`src/rtl/wk_pkg.sv`:
```
package wk_pkg;

  typedef enum logic {
    RC_INT = 1'b0,
    RC_FP  = 1'b1
  } reg_class_e;

  // Flat index: integer registers first, floating point after them.
  function automatic int unsigned flat_of(input logic fp, input int unsigned idx,
                                          input int unsigned n_int);
    return (fp == RC_FP) ? (n_int + idx) : idx;
  endfunction

endpackage

```
`src/rtl/wk_rst_sync.sv`:
```
module wk_rst_sync (
  input  logic clk,
  input  logic rst_n_i,
  output logic rst_n_o
);
  logic [1:0] sync_q;

  always_ff @(posedge clk or negedge rst_n_i) begin
    if (!rst_n_i) sync_q <= 2'b00;
    else          sync_q <= {sync_q[0], 1'b1};
  end

  assign rst_n_o = sync_q[1];
endmodule

```
`src/rtl/wk_reg_map.sv`:
```
module wk_reg_map import wk_pkg::*; #(
  parameter int unsigned NUM_INT = 8,
  parameter int unsigned LOC_W   = 3,
  parameter int unsigned REG_W   = 4
)(
  input  logic             fp_i,
  input  logic [LOC_W-1:0] idx_i,
  output logic [REG_W-1:0] flat_o
);
  always_comb begin
    flat_o = REG_W'(flat_of(fp_i, int'(idx_i), NUM_INT));
  end
endmodule

```
`src/rtl/wk_ready_table.sv`:
```
module wk_ready_table #(
  parameter int unsigned NUM_REGS = 16,
  parameter int unsigned REG_W    = 4
)(
  input  logic                clk,
  input  logic                rst_n,
  input  logic                alloc_valid_i,
  input  logic [REG_W-1:0]    alloc_reg_i,
  input  logic                cmp_valid_i,
  input  logic [REG_W-1:0]    cmp_reg_i,
  output logic [NUM_REGS-1:0] ready_o
);
  logic [NUM_REGS-1:0] rdy_q, rdy_d;
  logic                rdy_en;

  always_comb begin
    rdy_en = alloc_valid_i | cmp_valid_i;
    rdy_d  = rdy_q;
    for (int r = 0; r < int'(NUM_REGS); r++) begin
      if (cmp_valid_i && cmp_reg_i == REG_W'(r))     rdy_d[r] = 1'b1;
      // allocate applied last: it wins a same-register collision
      if (alloc_valid_i && alloc_reg_i == REG_W'(r)) rdy_d[r] = 1'b0;
    end
  end

  always_ff @(posedge clk or negedge rst_n) begin
    if (!rst_n)      rdy_q <= '1;
    else if (rdy_en) rdy_q <= rdy_d;
  end

  assign ready_o = rdy_q;
endmodule

```
`src/rtl/wk_dep_matrix.sv`:
```
module wk_dep_matrix #(
  parameter int unsigned NUM_REGS  = 16,
  parameter int unsigned NUM_SLOTS = 8,
  parameter int unsigned REG_W     = 4,
  parameter int unsigned SLOT_W    = 3
)(
  input  logic                 clk,
  input  logic                 rst_n,
  input  logic                 cmp_valid_i,
  input  logic [REG_W-1:0]     cmp_reg_i,
  input  logic                 disp_valid_i,
  input  logic [SLOT_W-1:0]    disp_slot_i,
  input  logic                 need_i,
  input  logic [REG_W-1:0]     src_reg_i,
  input  logic                 free_valid_i,
  input  logic [SLOT_W-1:0]    free_slot_i,
  output logic [NUM_SLOTS-1:0] wait_o
);
  logic [NUM_REGS-1:0][NUM_SLOTS-1:0] dep_q, dep_d;
  logic [NUM_SLOTS-1:0]               clr_slots;
  logic                               dep_en;

  always_comb begin
    dep_en    = cmp_valid_i | disp_valid_i | free_valid_i;
    clr_slots = '0;
    if (disp_valid_i) clr_slots[disp_slot_i] = 1'b1;
    if (free_valid_i) clr_slots[free_slot_i] = 1'b1;
    for (int r = 0; r < int'(NUM_REGS); r++) begin
      dep_d[r] = dep_q[r] & ~clr_slots;
      if (need_i && src_reg_i == REG_W'(r))      dep_d[r][disp_slot_i] = 1'b1;
      if (cmp_valid_i && cmp_reg_i == REG_W'(r)) dep_d[r] = '0;
    end
  end

  always_ff @(posedge clk or negedge rst_n) begin
    if (!rst_n)      dep_q <= '0;
    else if (dep_en) dep_q <= dep_d;
  end

  always_comb begin
    wait_o = '0;
    for (int r = 0; r < int'(NUM_REGS); r++) wait_o = wait_o | dep_q[r];
  end
endmodule

```
`src/rtl/wk_slot_table.sv`:
```
module wk_slot_table #(
  parameter int unsigned NUM_SLOTS = 8,
  parameter int unsigned NUM_SRC   = 2,
  parameter int unsigned SLOT_W    = 3
)(
  input  logic                              clk,
  input  logic                              rst_n,
  input  logic                              disp_valid_i,
  input  logic [SLOT_W-1:0]                 disp_slot_i,
  input  logic                              free_valid_i,
  input  logic [SLOT_W-1:0]                 free_slot_i,
  input  logic [NUM_SRC-1:0][NUM_SLOTS-1:0] wait_i,
  output logic [NUM_SLOTS-1:0]              ready_o
);
  logic [NUM_SLOTS-1:0] occ_q, occ_d, busy;
  logic                 occ_en;

  always_comb begin
    occ_en = disp_valid_i | free_valid_i;
    occ_d  = occ_q;
    if (free_valid_i) occ_d[free_slot_i] = 1'b0;
    // dispatch applied last: it wins a same-slot collision
    if (disp_valid_i) occ_d[disp_slot_i] = 1'b1;
  end

  always_ff @(posedge clk or negedge rst_n) begin
    if (!rst_n)      occ_q <= '0;
    else if (occ_en) occ_q <= occ_d;
  end

  always_comb begin
    busy = '0;
    for (int k = 0; k < int'(NUM_SRC); k++) busy = busy | wait_i[k];
    ready_o = occ_q & ~busy;
  end
endmodule

```
`src/rtl/wakeup_scoreboard.sv`:
```
module wakeup_scoreboard #(
  parameter int unsigned NUM_INT   = 8,
  parameter int unsigned NUM_FP    = 8,
  parameter int unsigned NUM_SLOTS = 8,
  parameter int unsigned NUM_SRC   = 2,
  localparam int unsigned NUM_REGS = NUM_INT + NUM_FP,
  localparam int unsigned LOC_W    = (NUM_INT > NUM_FP) ? $clog2(NUM_INT) : $clog2(NUM_FP),
  localparam int unsigned REG_W    = $clog2(NUM_REGS),
  localparam int unsigned SLOT_W   = $clog2(NUM_SLOTS)
)(
  input  logic                     clk,
  input  logic                     rst_n,
  input  logic                     alloc_valid_i,
  input  logic                     alloc_fp_i,
  input  logic [LOC_W-1:0]         alloc_idx_i,
  input  logic                     disp_valid_i,
  input  logic [SLOT_W-1:0]        disp_slot_i,
  input  logic [NUM_SRC-1:0]       disp_src_valid_i,
  input  logic [NUM_SRC-1:0]       disp_src_fp_i,
  input  logic [NUM_SRC*LOC_W-1:0] disp_src_idx_i,
  input  logic                     cmp_valid_i,
  input  logic                     cmp_fp_i,
  input  logic [LOC_W-1:0]         cmp_idx_i,
  input  logic                     free_valid_i,
  input  logic [SLOT_W-1:0]        free_slot_i,
  output logic [NUM_SLOTS-1:0]     slot_ready_o,
  output logic [NUM_REGS-1:0]      reg_ready_o
);
  logic                              rst_n_sync;
  logic [REG_W-1:0]                  alloc_reg, cmp_reg;
  logic [NUM_SRC-1:0][REG_W-1:0]     src_reg;
  logic [NUM_SRC-1:0]                need;
  logic [NUM_SRC-1:0][NUM_SLOTS-1:0] wait_vec;

  wk_rst_sync u_rst (.clk(clk), .rst_n_i(rst_n), .rst_n_o(rst_n_sync));

  wk_reg_map #(.NUM_INT(NUM_INT), .LOC_W(LOC_W), .REG_W(REG_W)) u_alloc_map (
    .fp_i(alloc_fp_i), .idx_i(alloc_idx_i), .flat_o(alloc_reg));

  wk_reg_map #(.NUM_INT(NUM_INT), .LOC_W(LOC_W), .REG_W(REG_W)) u_cmp_map (
    .fp_i(cmp_fp_i), .idx_i(cmp_idx_i), .flat_o(cmp_reg));

  wk_ready_table #(.NUM_REGS(NUM_REGS), .REG_W(REG_W)) u_ready (
    .clk(clk), .rst_n(rst_n_sync),
    .alloc_valid_i(alloc_valid_i), .alloc_reg_i(alloc_reg),
    .cmp_valid_i(cmp_valid_i), .cmp_reg_i(cmp_reg),
    .ready_o(reg_ready_o));

  for (genvar k = 0; k < NUM_SRC; k++) begin : g_src
    wk_reg_map #(.NUM_INT(NUM_INT), .LOC_W(LOC_W), .REG_W(REG_W)) u_src_map (
      .fp_i(disp_src_fp_i[k]), .idx_i(disp_src_idx_i[k*LOC_W +: LOC_W]),
      .flat_o(src_reg[k]));

    // Pending unless ready now or completing this very cycle.
    assign need[k] = disp_valid_i & disp_src_valid_i[k]
                   & ~(reg_ready_o[src_reg[k]] | (cmp_valid_i & (cmp_reg == src_reg[k])));

    wk_dep_matrix #(.NUM_REGS(NUM_REGS), .NUM_SLOTS(NUM_SLOTS),
                    .REG_W(REG_W), .SLOT_W(SLOT_W)) u_dep (
      .clk(clk), .rst_n(rst_n_sync),
      .cmp_valid_i(cmp_valid_i), .cmp_reg_i(cmp_reg),
      .disp_valid_i(disp_valid_i), .disp_slot_i(disp_slot_i),
      .need_i(need[k]), .src_reg_i(src_reg[k]),
      .free_valid_i(free_valid_i), .free_slot_i(free_slot_i),
      .wait_o(wait_vec[k]));
  end

  wk_slot_table #(.NUM_SLOTS(NUM_SLOTS), .NUM_SRC(NUM_SRC), .SLOT_W(SLOT_W)) u_slots (
    .clk(clk), .rst_n(rst_n_sync),
    .disp_valid_i(disp_valid_i), .disp_slot_i(disp_slot_i),
    .free_valid_i(free_valid_i), .free_slot_i(free_slot_i),
    .wait_i(wait_vec), .ready_o(slot_ready_o));
endmodule

```
`config.mk`:
```
export PLATFORM = sky130hd
export DESIGN_NAME = wakeup_scoreboard
export DESIGN_NICKNAME = d
export VERILOG_FILES = /design/src/rtl/wk_pkg.sv /design/src/rtl/wk_rst_sync.sv /design/src/rtl/wk_reg_map.sv /design/src/rtl/wk_ready_table.sv /design/src/rtl/wk_dep_matrix.sv /design/src/rtl/wk_slot_table.sv /design/src/rtl/wakeup_scoreboard.sv
export SDC_FILE = /design/constraint.sdc
export NUM_CORES = 1
export LEC_CHECK = 0
export CAP_MARGIN = 20
export CORE_MARGIN = 1
export CORE_UTILIZATION = 45
export CTS_CLUSTER_SIZE = 30
export DETAILED_ROUTE_END_ITERATION = 7
export DONT_BUFFER_PORTS = 1
export PLACE_DENSITY = 0.63
export SLEW_MARGIN = 15
export SYNTH_ARGS = -nofsm -noshare
export SYNTH_HDL_FRONTEND = slang
export SYNTH_SLANG_ARGS = --single-unit
```
`constraint.sdc`:
```
create_clock -name clk -period 8.4 [get_ports clk]
set_input_delay 0.84 -clock clk [delete_from_list [all_inputs] [get_ports clk]]
set_output_delay 0.84 -clock clk [all_outputs]
set_load 0.01 [all_outputs]
```
### Word level (Yosys, flattened, before mapping)

Cells that the tools add are included.

* logic and storage cells: 452
* flip-flop bits (word level): 282
* bits of input ports: 30
* output and inout port bits: 24

* bitwise operators: 116
* add/sub/neg operators: 4
* eq/ne operators: 62
* reductions and logical operators: 102
* muxes and demuxes: 112
* magnitude comparators: 6

Operators with widths (number)
* two-way mux 8 bit: 68
* OR 8 bit: 65
* bitwise AND 8 bit: 34
* == test 4 bit (second input constant): 32
* logical AND 1 bit: 66
* == test 4 x 3 -> 1 bit (second input constant): 16
* two-way mux 1 bit: 36
* == test 4 x 2 -> 1 bit (second input constant): 8
* AND reduction 2 bit: 16
* nonzero test 2 bit: 16
* NOT 8 bit: 3
* adder 4 x 3 -> 4 bit (first input constant): 4
* == test 4 x 1 -> 1 bit (second input constant): 4
* logical NOT 4 bit: 4
* two-way mux 4 bit: 4
* < comparator 4 x 5 -> 1 bit (second input constant): 2
* binary-select mux 1 bit (select 4 bit): 2
* == test 4 bit: 2
* < comparator 3 x 4 -> 1 bit (second input constant): 2
* bitwise AND 1 bit: 6
* demux 1 bit (select 3 bit): 2
* >= comparator 3 x 1 -> 1 bit (second input constant): 2
* OR 1 bit: 6
* NOT 1 bit: 2

### Logic depth before layout (Yosys ltp)

Gate-level depths: netlist (run 1).

* word-level depth: 18
* depth in mapped cells: 9
* mapped depth without buffers: 4

### Modules after synthesis

Synthesis (run 1) repeated with hierarchy kept, for this count alone.

* cells, all modules: 1558
* area, all modules: 14734.1 sq um

By module, submodules not included
* wk_dep_matrix at g_src[0].u_dep: seq. area each 3203.1 sq um, instances 1, area each 6555.0 sq um, cells each 699
* wk_dep_matrix at g_src[1].u_dep: seq. area each 3203.1 sq um, instances 1, area each 6432.4 sq um, cells each 691
* wk_ready_table: seq. area each 420.4 sq um, instances 1, area each 715.7 sq um, cells each 65
* wk_slot_table: seq. area each 200.2 sq um, instances 1, area each 441.7 sq um, cells each 38
* wakeup_scoreboard: seq. area each 0.0 sq um, instances 1, area each 415.4 sq um, cells each 46
* wk_reg_map: seq. area each 0.0 sq um, instances 4, area each 30.0 sq um, cells each 4
* wk_rst_sync: seq. area each 50.0 sq um, instances 1, area each 53.8 sq um, cells each 3

### Worst setup path before layout (run 1)

OpenSTA, ideal clock, no wires.

* path type: input-to-reg
* from: in disp_src_idx_i[2]
* to: reg g_src[0].u_dep.dep_q[23] (netlist bit)
* arrival: 2.290 ns
* buffers on the path: 3
* required time: 8.305 ns
* setup time: 0.095 ns
* path slack: 6.014 ns
* stages on the path: 7
* cells stage by stage: clkbuf_1 mux4_2 mux2i_4 nor2_1 buf_2 buf_2 o31ai_1

* longest elaborated chain between the ends: 10
* elaborated cells on any way between the ends: 13
* those cells by class: add/sub (1); eq/ne (2); mux (5); bitwise (4); reduce/logical (1)

Ends and longest elaborated chain
* from (decl): RTL line wakeup_scoreboard.sv:20 `input logic [NUM_SRC*LOC_W-1:0] disp_src_idx_i,`
* adder 4 x 3 -> 4 bit: RTL line wk_pkg.sv:11 `return (fp == RC_FP) ? (n_int + idx) : idx;`
* two-way mux 4 bit *: RTL line wk_pkg.sv:11
* binary-select mux 1 bit (select 4 bit) or == test 4 bit (tied branches): RTL line wakeup_scoreboard.sv:56 `& ~(reg_ready_o[src_reg[k]] | (cmp_valid_i & (cmp_reg == src_reg[k])));`
* two-way mux 1 bit (implied by the code) or bitwise AND 1 bit (tied branches): RTL line wakeup_scoreboard.sv:56
* OR 1 bit: RTL line wakeup_scoreboard.sv:56
* NOT 1 bit: RTL line wakeup_scoreboard.sv:56
* bitwise AND 1 bit: RTL line wakeup_scoreboard.sv:56
* logical AND 1 bit *: RTL line wk_dep_matrix.sv:30 `if (need_i && src_reg_i == REG_W'(r)) dep_d[r][disp_slot_i] = 1'b1;`
* two-way mux 8 bit *: RTL line wk_dep_matrix.sv:30
* two-way mux 8 bit *: RTL line wk_dep_matrix.sv:31 `if (cmp_valid_i && cmp_reg_i == REG_W'(r)) dep_d[r] = '0;`
* to (signal assigned): RTL line wk_dep_matrix.sv:37 `else if (dep_en) dep_q <= dep_d;`
* to (decl): RTL line wk_dep_matrix.sv:19 `logic [NUM_REGS-1:0][NUM_SLOTS-1:0] dep_q, dep_d;`

Mark *: on every way between the ends. The rest lies on a longest branch, timed or not. The select of a mux whose other input is x is not followed.
A chain may end at the register's enable or synchronous reset.

### Worst setup path in the final report (run 1)

* from: reg g_src[0].u_dep.dep_q[107] (netlist bit)
* to: out slot_ready_o[3]

* longest elaborated chain between the ends: 6

Ends and longest elaborated chain
* OR 8 bit (3 in series): RTL line wk_dep_matrix.sv:42 `for (int r = 0; r < int'(NUM_REGS); r++) wait_o = wait_o | dep_q[r];`
* OR 8 bit: RTL line wk_slot_table.sv:33 `for (int k = 0; k < int'(NUM_SRC); k++) busy = busy | wait_i[k];`
* NOT 8 bit: RTL line wk_slot_table.sv:34 `ready_o = occ_q & ~busy;`
* bitwise AND 8 bit: RTL line wk_slot_table.sv:34
* to (decl): RTL line wakeup_scoreboard.sv:26 `output logic [NUM_SLOTS-1:0] slot_ready_o,`

Every way passes these cells.

==> results of run 1 <==
worst min path at each step:
stage	startpoint	end	slack, ns	cells past startpoint
final	alloc_idx_i[1]	u_ready.ready_o[6]	0.32	1
after global routing	alloc_idx_i[1]	u_ready.ready_o[6]	0.32	1
after CTS	alloc_idx_i[1]	u_ready.ready_o[6]	0.31	1
after detailed placement	u_rst.sync_q[0]	u_rst.sync_q[1]	0.34	0
after global placement	u_rst.sync_q[0]	u_rst.sync_q[1]	0.34	0
after floorplan	u_rst.sync_q[0]	u_rst.sync_q[1]	0.33	0
report_power, final:
group / switching (uW) / leakage, uW / internal, uW
Combinational: 267 / 0.00156 / 90.5
Clock: 574 / 0.000533 / 852
Sequential: 56.0 / 0.00385 / 1410
Total: 897 / 0.00595 / 2360
cells by family after synthesis:
kind of cell,Yosys count,synth area share
buf+inv,126,0.0420
xor+xnor,8,0.00526
flops,282,0.532
simple gates,571,0.217
mux,12,0.0160
other cells,1,0.000282
compound gates,327,0.187
cells in the mapped netlist, types with 10 or more instances:
| master | number |
|---|---|
| a21oi_1 | 17 |
| and2_1 | 10 |
| buf_2 | 15 |
| clkbuf_1 | 94 |
| dfrtp_1 | 266 |
| dfstp_2 | 16 |
| nand2_1 | 95 |
| nand3_1 | 272 |
| nand4_1 | 19 |
| nor2_1 | 50 |
| nor2b_1 | 14 |
| nor3_1 | 19 |
| nor4_1 | 51 |
| o2111ai_1 | 27 |
| o21ai_0 | 25 |
| o31ai_1 | 182 |
| o41ai_1 | 46 |
| or3_1 | 10 |
per-layer routing:
layer | vias up | part of all wire | wire length (um)
met5 | - | 0 | 0
met4 | 0 | 0.062 | 3110
met3 | 183 | 0.11 | 5240
met2 | 817 | 0.44 | 22100
met1 | 6011 | 0.39 | 19400
li1 | 5007 | - | -
per-stage QoR:
step                power [uW]  instances  hold slack (ns)  utilization  setup WS, ns
global placement          1840       1621            0.344        0.470          5.24
finish                    3250       1679            0.317        0.508          5.03
CTS                       3250       1677            0.310        0.507          5.07
global route              3330       1679            0.318        0.508          4.97
detailed placement        1840       1621            0.340        0.470          5.19
floorplan                 1720       1327            0.331            -          3.79
sequential cells by signal, summed over array words and instances (netlist names):
signal,count
u_ready.ready_o,16
u_rst.sync_q,2
g_src.u_dep.dep_q,256
u_slots.occ_q,8
placed cells by master (no fill, tap or decap), drive strengths merged, types with 8 or more instances in the layout:
cell | netlist | routed
clkbuf | 94 | 39
o31ai | 182 | 182
o41ai | 49 | 49
o2111ai | 27 | 27
dfrtp | 266 | 266
nand4 | 19 | 19
clkinv | 0 | 11
nand3 | 272 | 272
xnor2 | 8 | 8
nor4 | 51 | 51
nor3 | 19 | 19
or3 | 10 | 10
nand2 | 95 | 95
nor2b | 14 | 14
dfstp | 16 | 16
and2 | 10 | 10
o21ai | 25 | 25
a21oi | 17 | 17
buf | 28 | 33
nor2 | 50 | 50
what timing repair did:
action / CTS / global route
hold buffers: 1 / 0
gates resized for setup: 0 / 0
endpoints found under the hold margin: 2 / 0
endpoints found under the setup margin: 0 / 0
area by class of cell:
type                    instances  area [sq um]
fillers                      2652         14200
clock inverters                16           183
diodes                          1          2.50
inverters                       4          15.0
well taps                     384           480
repair buffers                 34           290
flip-flops and latches        282          7080
multi-input cells             919          5770
clock buffers                  39           876
critical path, delay by kind of cell (launching register included):
kind,cells,cell delay [ns]
AND/OR/NAND/NOR,3,1.59
flip-flops,1,0.37
==> metrics.txt, run 1 <==
ys async rst share 1.00; # rows 62; clock skew 0.0107 ns; TNS Setup 0 ns; Mapped Area 13300 sq um; Post-route DRC 0; GRT met2 Usage 0.506; synthesized area per cell 10.0 sq um; Synth top area share 0.500; number of flops mapped to enable cells by yosys 0; RSZ-0062 raised after global routing no; critical path peak fanout 2; cells along the critical path nor4_1 -> nand4_1 -> nor3_1; Max rail drop VDD 0.000159 V; CP max stage delay 0.83 ns; met1 GRT Util 0.447; port bufs 0; Ports 54; Synth area leader dfrtp_1; Synth area leaders dfrtp_1 50%, o31ai_1 10%, nand3_1 10%; reg-to-reg critical path startpoint u_ready.ready_o[6]; slowest stage cell, crit path nor4_1; drt first pass iters 5; Root Buffer clkbuf_16; Hold Crit Class primary input to register; vias in the first global route 11784; CTS H-Tree Depth 1; Core Area 28900 sq um; Area after DPL 13600 sq um; # nets final 1301; Vias 12018; final setup vio count 0; CTS tree built; post-synthesis cell type count 49; setup bufs post-CTS 0; dpl hpwl 32.0 mm; Leak Pwr 0.00595 uW; Critical Path Sink slot_ready_o[3]; FF-to-FF setup slack 5.65 ns; CTS sink cnt 282; Final ANT Viol Nets 0; Slew @ Worst Pin 1.19 ns; Ys Warns 0; Max Slew Vio Count 0; GPL Wtd Cong 0.920; crit path launch type register; Post-Synthesis Cells 1327; CP required 7.56 ns; Die W 174 um; status complete, no violations; Mapped Nets 1357; clk_lat worst skew 0.57 ns; MaxCap Viol Count 0; Top FF cell, synth dfrtp_1; period utilization 0.401; Reg clk slew, reported paths 0.06 ns; first-pass GRT wire length 75.1 mm; CP Launch Point g_src[0].u_dep.dep_q[107]; Die ar. 30300 sq um; routed length per instance 29.7 um; slew margin rel. 0.205; Crit. End Element output pin; GR Util met3 0.0658; vias per cell 7.16; reg2reg end g_src[0].u_dep.dep_q[17]; Syn-to-layout area delta 10.4%; largest net degree at the start of global routing 173; synthesized flop and latch total 282; die height 174 um; fin crit period 3.37 ns; Arr. time, crit path 2.53 ns; GRT Util Overall 0.331; layout cells sized above 1 0.108; routed wire length 49.8 mm; r2r worst-path depth 4; starting density of the core 0.460; clk buf depth 3; number of buffers created by CTS 30; Max Clock Freq 0.297 GHz; final hold viol count 0; total grt overflow 0; Most Crowded Layer GR met2; Seq/Total Area, Yosys 0.532; Crit Path Class register to output pin; initial antenna violation count 1; Finished Cell Area 14700 sq um; DR iter-0 viols 1535; pwr dens 221 nW/um^2
(Power assumes the default switching activity.)
==> inputs of run 2 (changes only) <==
--- a/config.mk
+++ b/config.mk
@@ -11,7 +11,7 @@
 export CTS_CLUSTER_SIZE = 30
 export DETAILED_ROUTE_END_ITERATION = 7
 export DONT_BUFFER_PORTS = 1
-export PLACE_DENSITY = 0.63
+export PLACE_DENSITY = 0.61
 export SLEW_MARGIN = 15
 export SYNTH_ARGS = -nofsm -noshare
 export SYNTH_HDL_FRONTEND = slang
==> constraint.sdc (replaced) <==
create_clock -name clk -period 3.3 [get_ports clk]
set_input_delay 0.33 -clock clk [delete_from_list [all_inputs] [get_ports clk]]
set_output_delay 0.33 -clock clk [all_outputs]
set_load 0.01 [all_outputs]
==> run 2 against run 1 <==
Effect of this change: clock-buffer cell count is the same; flip-flop and latch count is the same; routed wire length grew 2.9%; via count shrank 0.37%; clock skew grew 0.0032 ns; cell area grew 1.4%; critical path depth is the same; combinational power grew to 2.7 times the previous value; highest routed layer unchanged.
==> metrics.txt, run 2 (synthesis gave the netlist of run 1 again) <==
status complete, no violations; drt first pass iters 5 (unchanged); largest net degree at the start of global routing 129 (-25%); crit path launch type register; switch share 0.277 (+0.00140); dpl hpwl 32.5 mm (+1.4%); final setup vio count 0 (unchanged); switching power 2280 uW (+150%); Crit. End Element output pin; CTS H-Tree Depth 1 (unchanged); combinational group share of total power 0.116 (+0.006); starting density of the core 0.460 (unchanged); CTS tree built; total grt overflow 0 (unchanged); # nets final 1329 (+2.2%); max FFs per register 256 (unchanged); Fin Hold WS 0.0202 ns (-0.297 ns); Clock power frac 0.430 (-0.008); Biggest register g_src.u_dep.dep_q; DR iter-0 viols 1606 (+4.6%); first-pass GRT wire length 76.5 mm (+1.8%); number of buffers created by CTS 30 (unchanged); hold_sp free_slot_i[1]; Arr. time, crit path 2.51 ns (-0.02 ns); Die ar. 30300 sq um (unchanged); routed wire length 51.2 mm (+2.9%); vias per cell 7.01 (-2.0%); Ports 54 (unchanged); GPL Wtd Cong 0.887 (-3.6%); final hold viol count 0 (unchanged); commonest non-fill, non-tap cell in the layout nand3_1; Final ANT Viol Nets 0 (unchanged); initial antenna violation count 0 (-1); routed length per instance 30.0 um (+1.2%); pwr dens 552 nW/um^2 (+150%); Max Clock Freq 0.352 GHz; fin crit period 2.84 ns; multi-input combinational cell area 5760 sq um (-0.17%); fillers 2623 (-1.1%); Vias 11973 (-0.37%); Slew @ Worst Pin 1.09 ns (-0.102 ns); GRT Util Overall 0.339 (+0.00795); clock skew 0.0139 ns (+0.00316 ns); FF-to-FF setup slack 1.12 ns (-4.53 ns); Hold Crit Class primary input to register; Reg clk slew, reported paths 0.06 ns (about the same); port bufs 0 (unchanged); setup bufs post-CTS 0 (unchanged); Syn-to-layout area delta 11.9%; most frequent cells in the layout 272 x nand3_1, 265 x dfrtp_1, 182 x o31ai_1; RSZ-0062 raised after global routing no; slew margin rel. 0.266 (+0.0611); clk buf depth 3 (unchanged); Max rail drop VDD 0.000453 V (+180%); Post-route DRC 0 (unchanged); die height 174 um (unchanged); vias in the first global route 11758 (-0.22%); Core Area 28900 sq um (unchanged); CP required 2.97 ns (-4.59 ns); layout cells sized above 1 0.114 (+0.00612); critical path peak fanout 2 (unchanged); internal power 5950 uW (+150%); Max Slew Vio Count 0 (unchanged); Seq. cell area 7080 sq um (unchanged); CTS sink cnt 282 (unchanged); Leak Pwr 0.00604 uW (+1.6%); period utilization 0.860; TNS Setup 0 ns (unchanged); # rows 62 (unchanged); sequential share of power 0.454 (+0.002); Root Buffer clkbuf_16; Die W 174 um (unchanged); MaxCap Viol Count 0 (unchanged); CP Launch Point g_src[0].u_dep.dep_q[107]; reg-to-reg critical path startpoint u_ready.ready_o[15]; Crit Path Class register to output pin; clk_lat worst skew 0.57 ns (about the same)
## run 2: changes by cell type in the layout (fill, tap and decap cells not counted), sizes merged
cell | before | now
buf | 33 | 50
dlygate4sd3 | 1 | 12
clkinv | 11 | 9
diode | 1 | 2
inv | 4 | 5
## run 2: repair_timing
item	4_1_cts	5_1_grt
gates resized for setup	0	0
hold buffers	12	0
hold endpoints to repair	13	0
## run 2: worst max-delay path, stage by stage, from the launching register on
cell and delay [ns]:
dfrtp_1 0.37, nor4_1 0.93, nand4_1 0.17, nor3_1 0.47
## run 2: power by group through the flow
stage               Clock [uW]  Sequential, uW  Combinational (uW)
floorplan                    0            3790                 583
global placement             0            3790                 916
detailed placement           0            3790                 920
CTS                       3570            3730                 936
global route              3690            3740                1000
finish                    3540            3730                 954
## run 2: stage by stage
stage / setup slack (ns) / utilization / cell area [sq um] / power, uW / cells
after detailed placement: 1.07 / 0.475 / 13700 / 4710 / 1639
after floorplan: 0.493 / - / 13300 / 4370 / 1327
after global routing: 0.489 / 0.515 / 14900 / 8430 / 1705
final: 0.461 / 0.515 / 14900 / 8220 / 1707
after CTS: 0.492 / 0.515 / 14900 / 8230 / 1705
after global placement: 1.11 / 0.475 / 13700 / 4710 / 1639
## run 2: final cells by class
type,count,share of cell area
sequential,282,0.475
timing repair buffer,62,0.0358
multi-input combinational,919,0.387
tap,384,0.0322
clock inverter,15,0.0129
clock buffer,39,0.0560
inverter,4,0.00101
antenna,2,0.000336
## run 2: path summary, 6_finish.rpt
kind                                       endpoint  cells past startpoint
max in group asynchronous  g_src[1].u_dep.dep_q[78]                      1
max                                 slot_ready_o[3]                      3
min in group asynchronous  g_src[0].u_dep.dep_q[99]                      0
min                                u_slots.occ_q[4]                      3
min reg2reg                g_src[0].u_dep.dep_q[99]                      0
max reg2reg                g_src[0].u_dep.dep_q[67]                      5
## run 2: per-layer routing
metal / track usage / wire (um)
met3: 0.0652 / 5500
met5: 0 / 0
met2: 0.514 / 22700
met1: 0.472 / 20600
met4: 0.149 / 2500
==> inputs of run 3 (changes only) <==
--- a/config.mk
+++ b/config.mk
@@ -11,7 +11,7 @@
 export CTS_CLUSTER_SIZE = 30
 export DETAILED_ROUTE_END_ITERATION = 7
 export DONT_BUFFER_PORTS = 1
-export PLACE_DENSITY = 0.61
+export PLACE_DENSITY = 0.63
 export SLEW_MARGIN = 15
 export SYNTH_ARGS = -nofsm -noshare
 export SYNTH_HDL_FRONTEND = slang
==> constraint.sdc (replaced) <==
create_clock -name clk -period 2.4 [get_ports clk]
set_input_delay 0.24 -clock clk [delete_from_list [all_inputs] [get_ports clk]]
set_output_delay 0.24 -clock clk [all_outputs]
set_load 0.01 [all_outputs]
==> run 3 against run 2 <==
Effect of this change: first-iteration DRC count down 0.68%; clock skew about the same; total power up 40%; register-to-register slack worse by 0.80 ns; clock power up 40%; flip-flop and latch count unchanged; setup slack worse by 0.44 ns; largest power group unchanged.
==> metrics.txt, run 3 (synthesis gave the netlist of run 1 again) <==
MaxCap Viol Count 0 (unchanged); final hold viol count 0 (unchanged); largest net degree at the start of global routing 74 (-43%); initial antenna violation count 0 (unchanged); clock skew 0.0143 ns (+0.000411 ns); slowest stage cell, crit path nor3_1; Crit Path Class register to output pin; Slew @ Worst Pin 0.907 ns (-0.183 ns); setup bufs post-CTS 0 (unchanged); Max Clock Freq 0.421 GHz; max FFs per register 256 (unchanged); Die ar. 30300 sq um (unchanged); final setup vio count 0 (unchanged); routed wire length 51.5 mm (+0.45%); period utilization 0.990; CP required 2.16 ns (-0.81 ns); cells along the critical path nor4_1 -> nand4_1 -> nor3_1; # rows 62 (unchanged); port bufs 0 (unchanged); clk buf depth 3 (unchanged); reg2reg end g_src[0].u_dep.dep_q[64]; Max Slew Vio Count 0 (unchanged); GRT Util Overall 0.344 (+0.00506); crit path launch type register; starting density of the core 0.460 (unchanged); Arr. time, crit path 2.14 ns (-0.37 ns); commonest non-fill, non-tap cell in the layout nand3_1; # nets final 1380 (+3.8%); Finished Cell Area 15500 sq um (+3.9%); dpl hpwl 32.1 mm (-1.1%); Ant. Diodes 0 (-2); Syn-to-layout area delta 16.3%; CTS H-Tree Depth 1 (unchanged); drt first pass iters 6 (+1); Core Area 28900 sq um (unchanged); first-pass GRT wire length 77.8 mm (+1.8%); reg-to-reg critical path startpoint u_ready.ready_o[15]; most frequent cells in the layout 272 x nand3_1, 265 x dfrtp_1, 182 x o31ai_1; CTS sink cnt 282 (unchanged); layout cells sized above 1 0.143 (+0.0287); total grt overflow 0 (unchanged); Crit path max-delay family simple AND/OR/NAND/NOR gates; Hold Crit Class primary input to register; Post-route DRC 0 (unchanged); die height 174 um (unchanged); Root Buffer clkbuf_16; fin crit period 2.38 ns; Biggest register g_src.u_dep.dep_q; Inst Count DP 1673 (+2.1%); critical path peak fanout 2 (unchanged); CP Launch Point g_src[0].u_dep.dep_q[98]; CTS tree built; status complete, no violations; Core Util, Final 0.535 (+0.0201); Hold Path End u_ready.ready_o[9]; Reg clk slew, reported paths 0.07 ns (about the same); FF-to-FF setup slack 0.32 ns (-0.80 ns); GPL Wtd Cong 0.899 (+1.3%); number of buffers created by CTS 30 (unchanged); WHS Path Cells 3 (unchanged); DR iter-0 viols 1595 (-0.68%); worst path buffer plus inverter count 0 (unchanged); Max rail drop VDD 0.000576 V (+27%); Ports 54 (unchanged); Vias 12326 (+2.9%); CP max stage delay 0.45 ns (-0.48 ns); Crit. End Element output pin; Cell Count, Final, Fillers Out 1755 (+2.8%); r2r worst-path depth 5 (unchanged); vias per cell 7.02 (+0.13%); vias in the first global route 12169 (+3.5%); routed length per instance 29.3 um (-2.3%); RSZ-0062 raised after global routing no; pwr dens 745 nW/um^2 (+35%); slew margin rel. 0.393 (+0.127); Final ANT Viol Nets 0 (unchanged); clk_lat worst skew 0.56 ns (about the same); Leak Pwr 0.00634 uW (+5.0%); Fin Hold WS 0.00801 ns (-0.0122 ns); hold_sp cmp_fp_i; Area after DPL 14100 sq um (+2.3%); Die W 174 um (unchanged)
## run 3: cell count changes in the layout (fill, tap and decap cells not counted), moves of 4 or more
cell,delta
buf_4,+29
dlygate4sd3_1,+15
buf_12,+7
clkbuf_8,+5
nor4_1,-5
clkbuf_1,-4
nor4_2,+4
## run 3: where the power goes
part	switching [uW]	total, uW	internal [uW]
logic	1010	1460	453
registers	180	5130	4950
clock network	1970	4940	2970
total	3160	11500	8370
## run 3: layout make-up
class                   instances  area (sq um)
clock buffers                  41           913
clock inverters                12           148
fillers                      2543         13500
inverters                       4          15.0
multi-input cells             919          5810
flip-flops and latches        282          7080
well taps                     384           480
repair buffers                113          1040
## run 3: worst max path at each step
stage	endpoint	cells after the start
6_report	slot_ready_o[2]	3
3_3_place_gp	g_src[0].u_dep.dep_q[17]	4
3_5_place_dp	g_src[0].u_dep.dep_q[21]	4
5_1_grt	slot_ready_o[2]	3
2_1_floorplan	g_src[0].u_dep.dep_q[0]	0
4_1_cts	slot_ready_o[2]	3
## run 3: metal layers
metal,vias to the layer above,share of wire,GRT usage
met1,6100,0.39,0.478
met5,-,0,0
li1,5171,-,-
met3,170,0.13,0.0901
met4,0,0.062,0.188
met2,885,0.42,0.489
## run 3: per-stage QoR
stage | power, uW | setup TNS, ns | worst slack, ns
final | 11500 | 0 | 0.0244
after global routing | 11800 | 0 | 0.00711
after floorplan | 6010 | -107.38 | -0.407
after detailed placement | 6560 | 0 | 0.234
after global placement | 6540 | 0 | 0.289
after CTS | 11500 | 0 | 0.00571
## run 3: tightest hold or removal path, cell delays in order
cell and delay [ns]:
nand3b_1 0.08, nor2_1 0.07, o22a_1 0.18
## run 3: what timing repair did
action                                  4_1_cts  5_1_grt
endpoints found under the setup margin        4        2
pin swaps                                     0        1
hold endpoints to repair                     53        0
hold buffers                                 28        0
resized for setup                             6        1
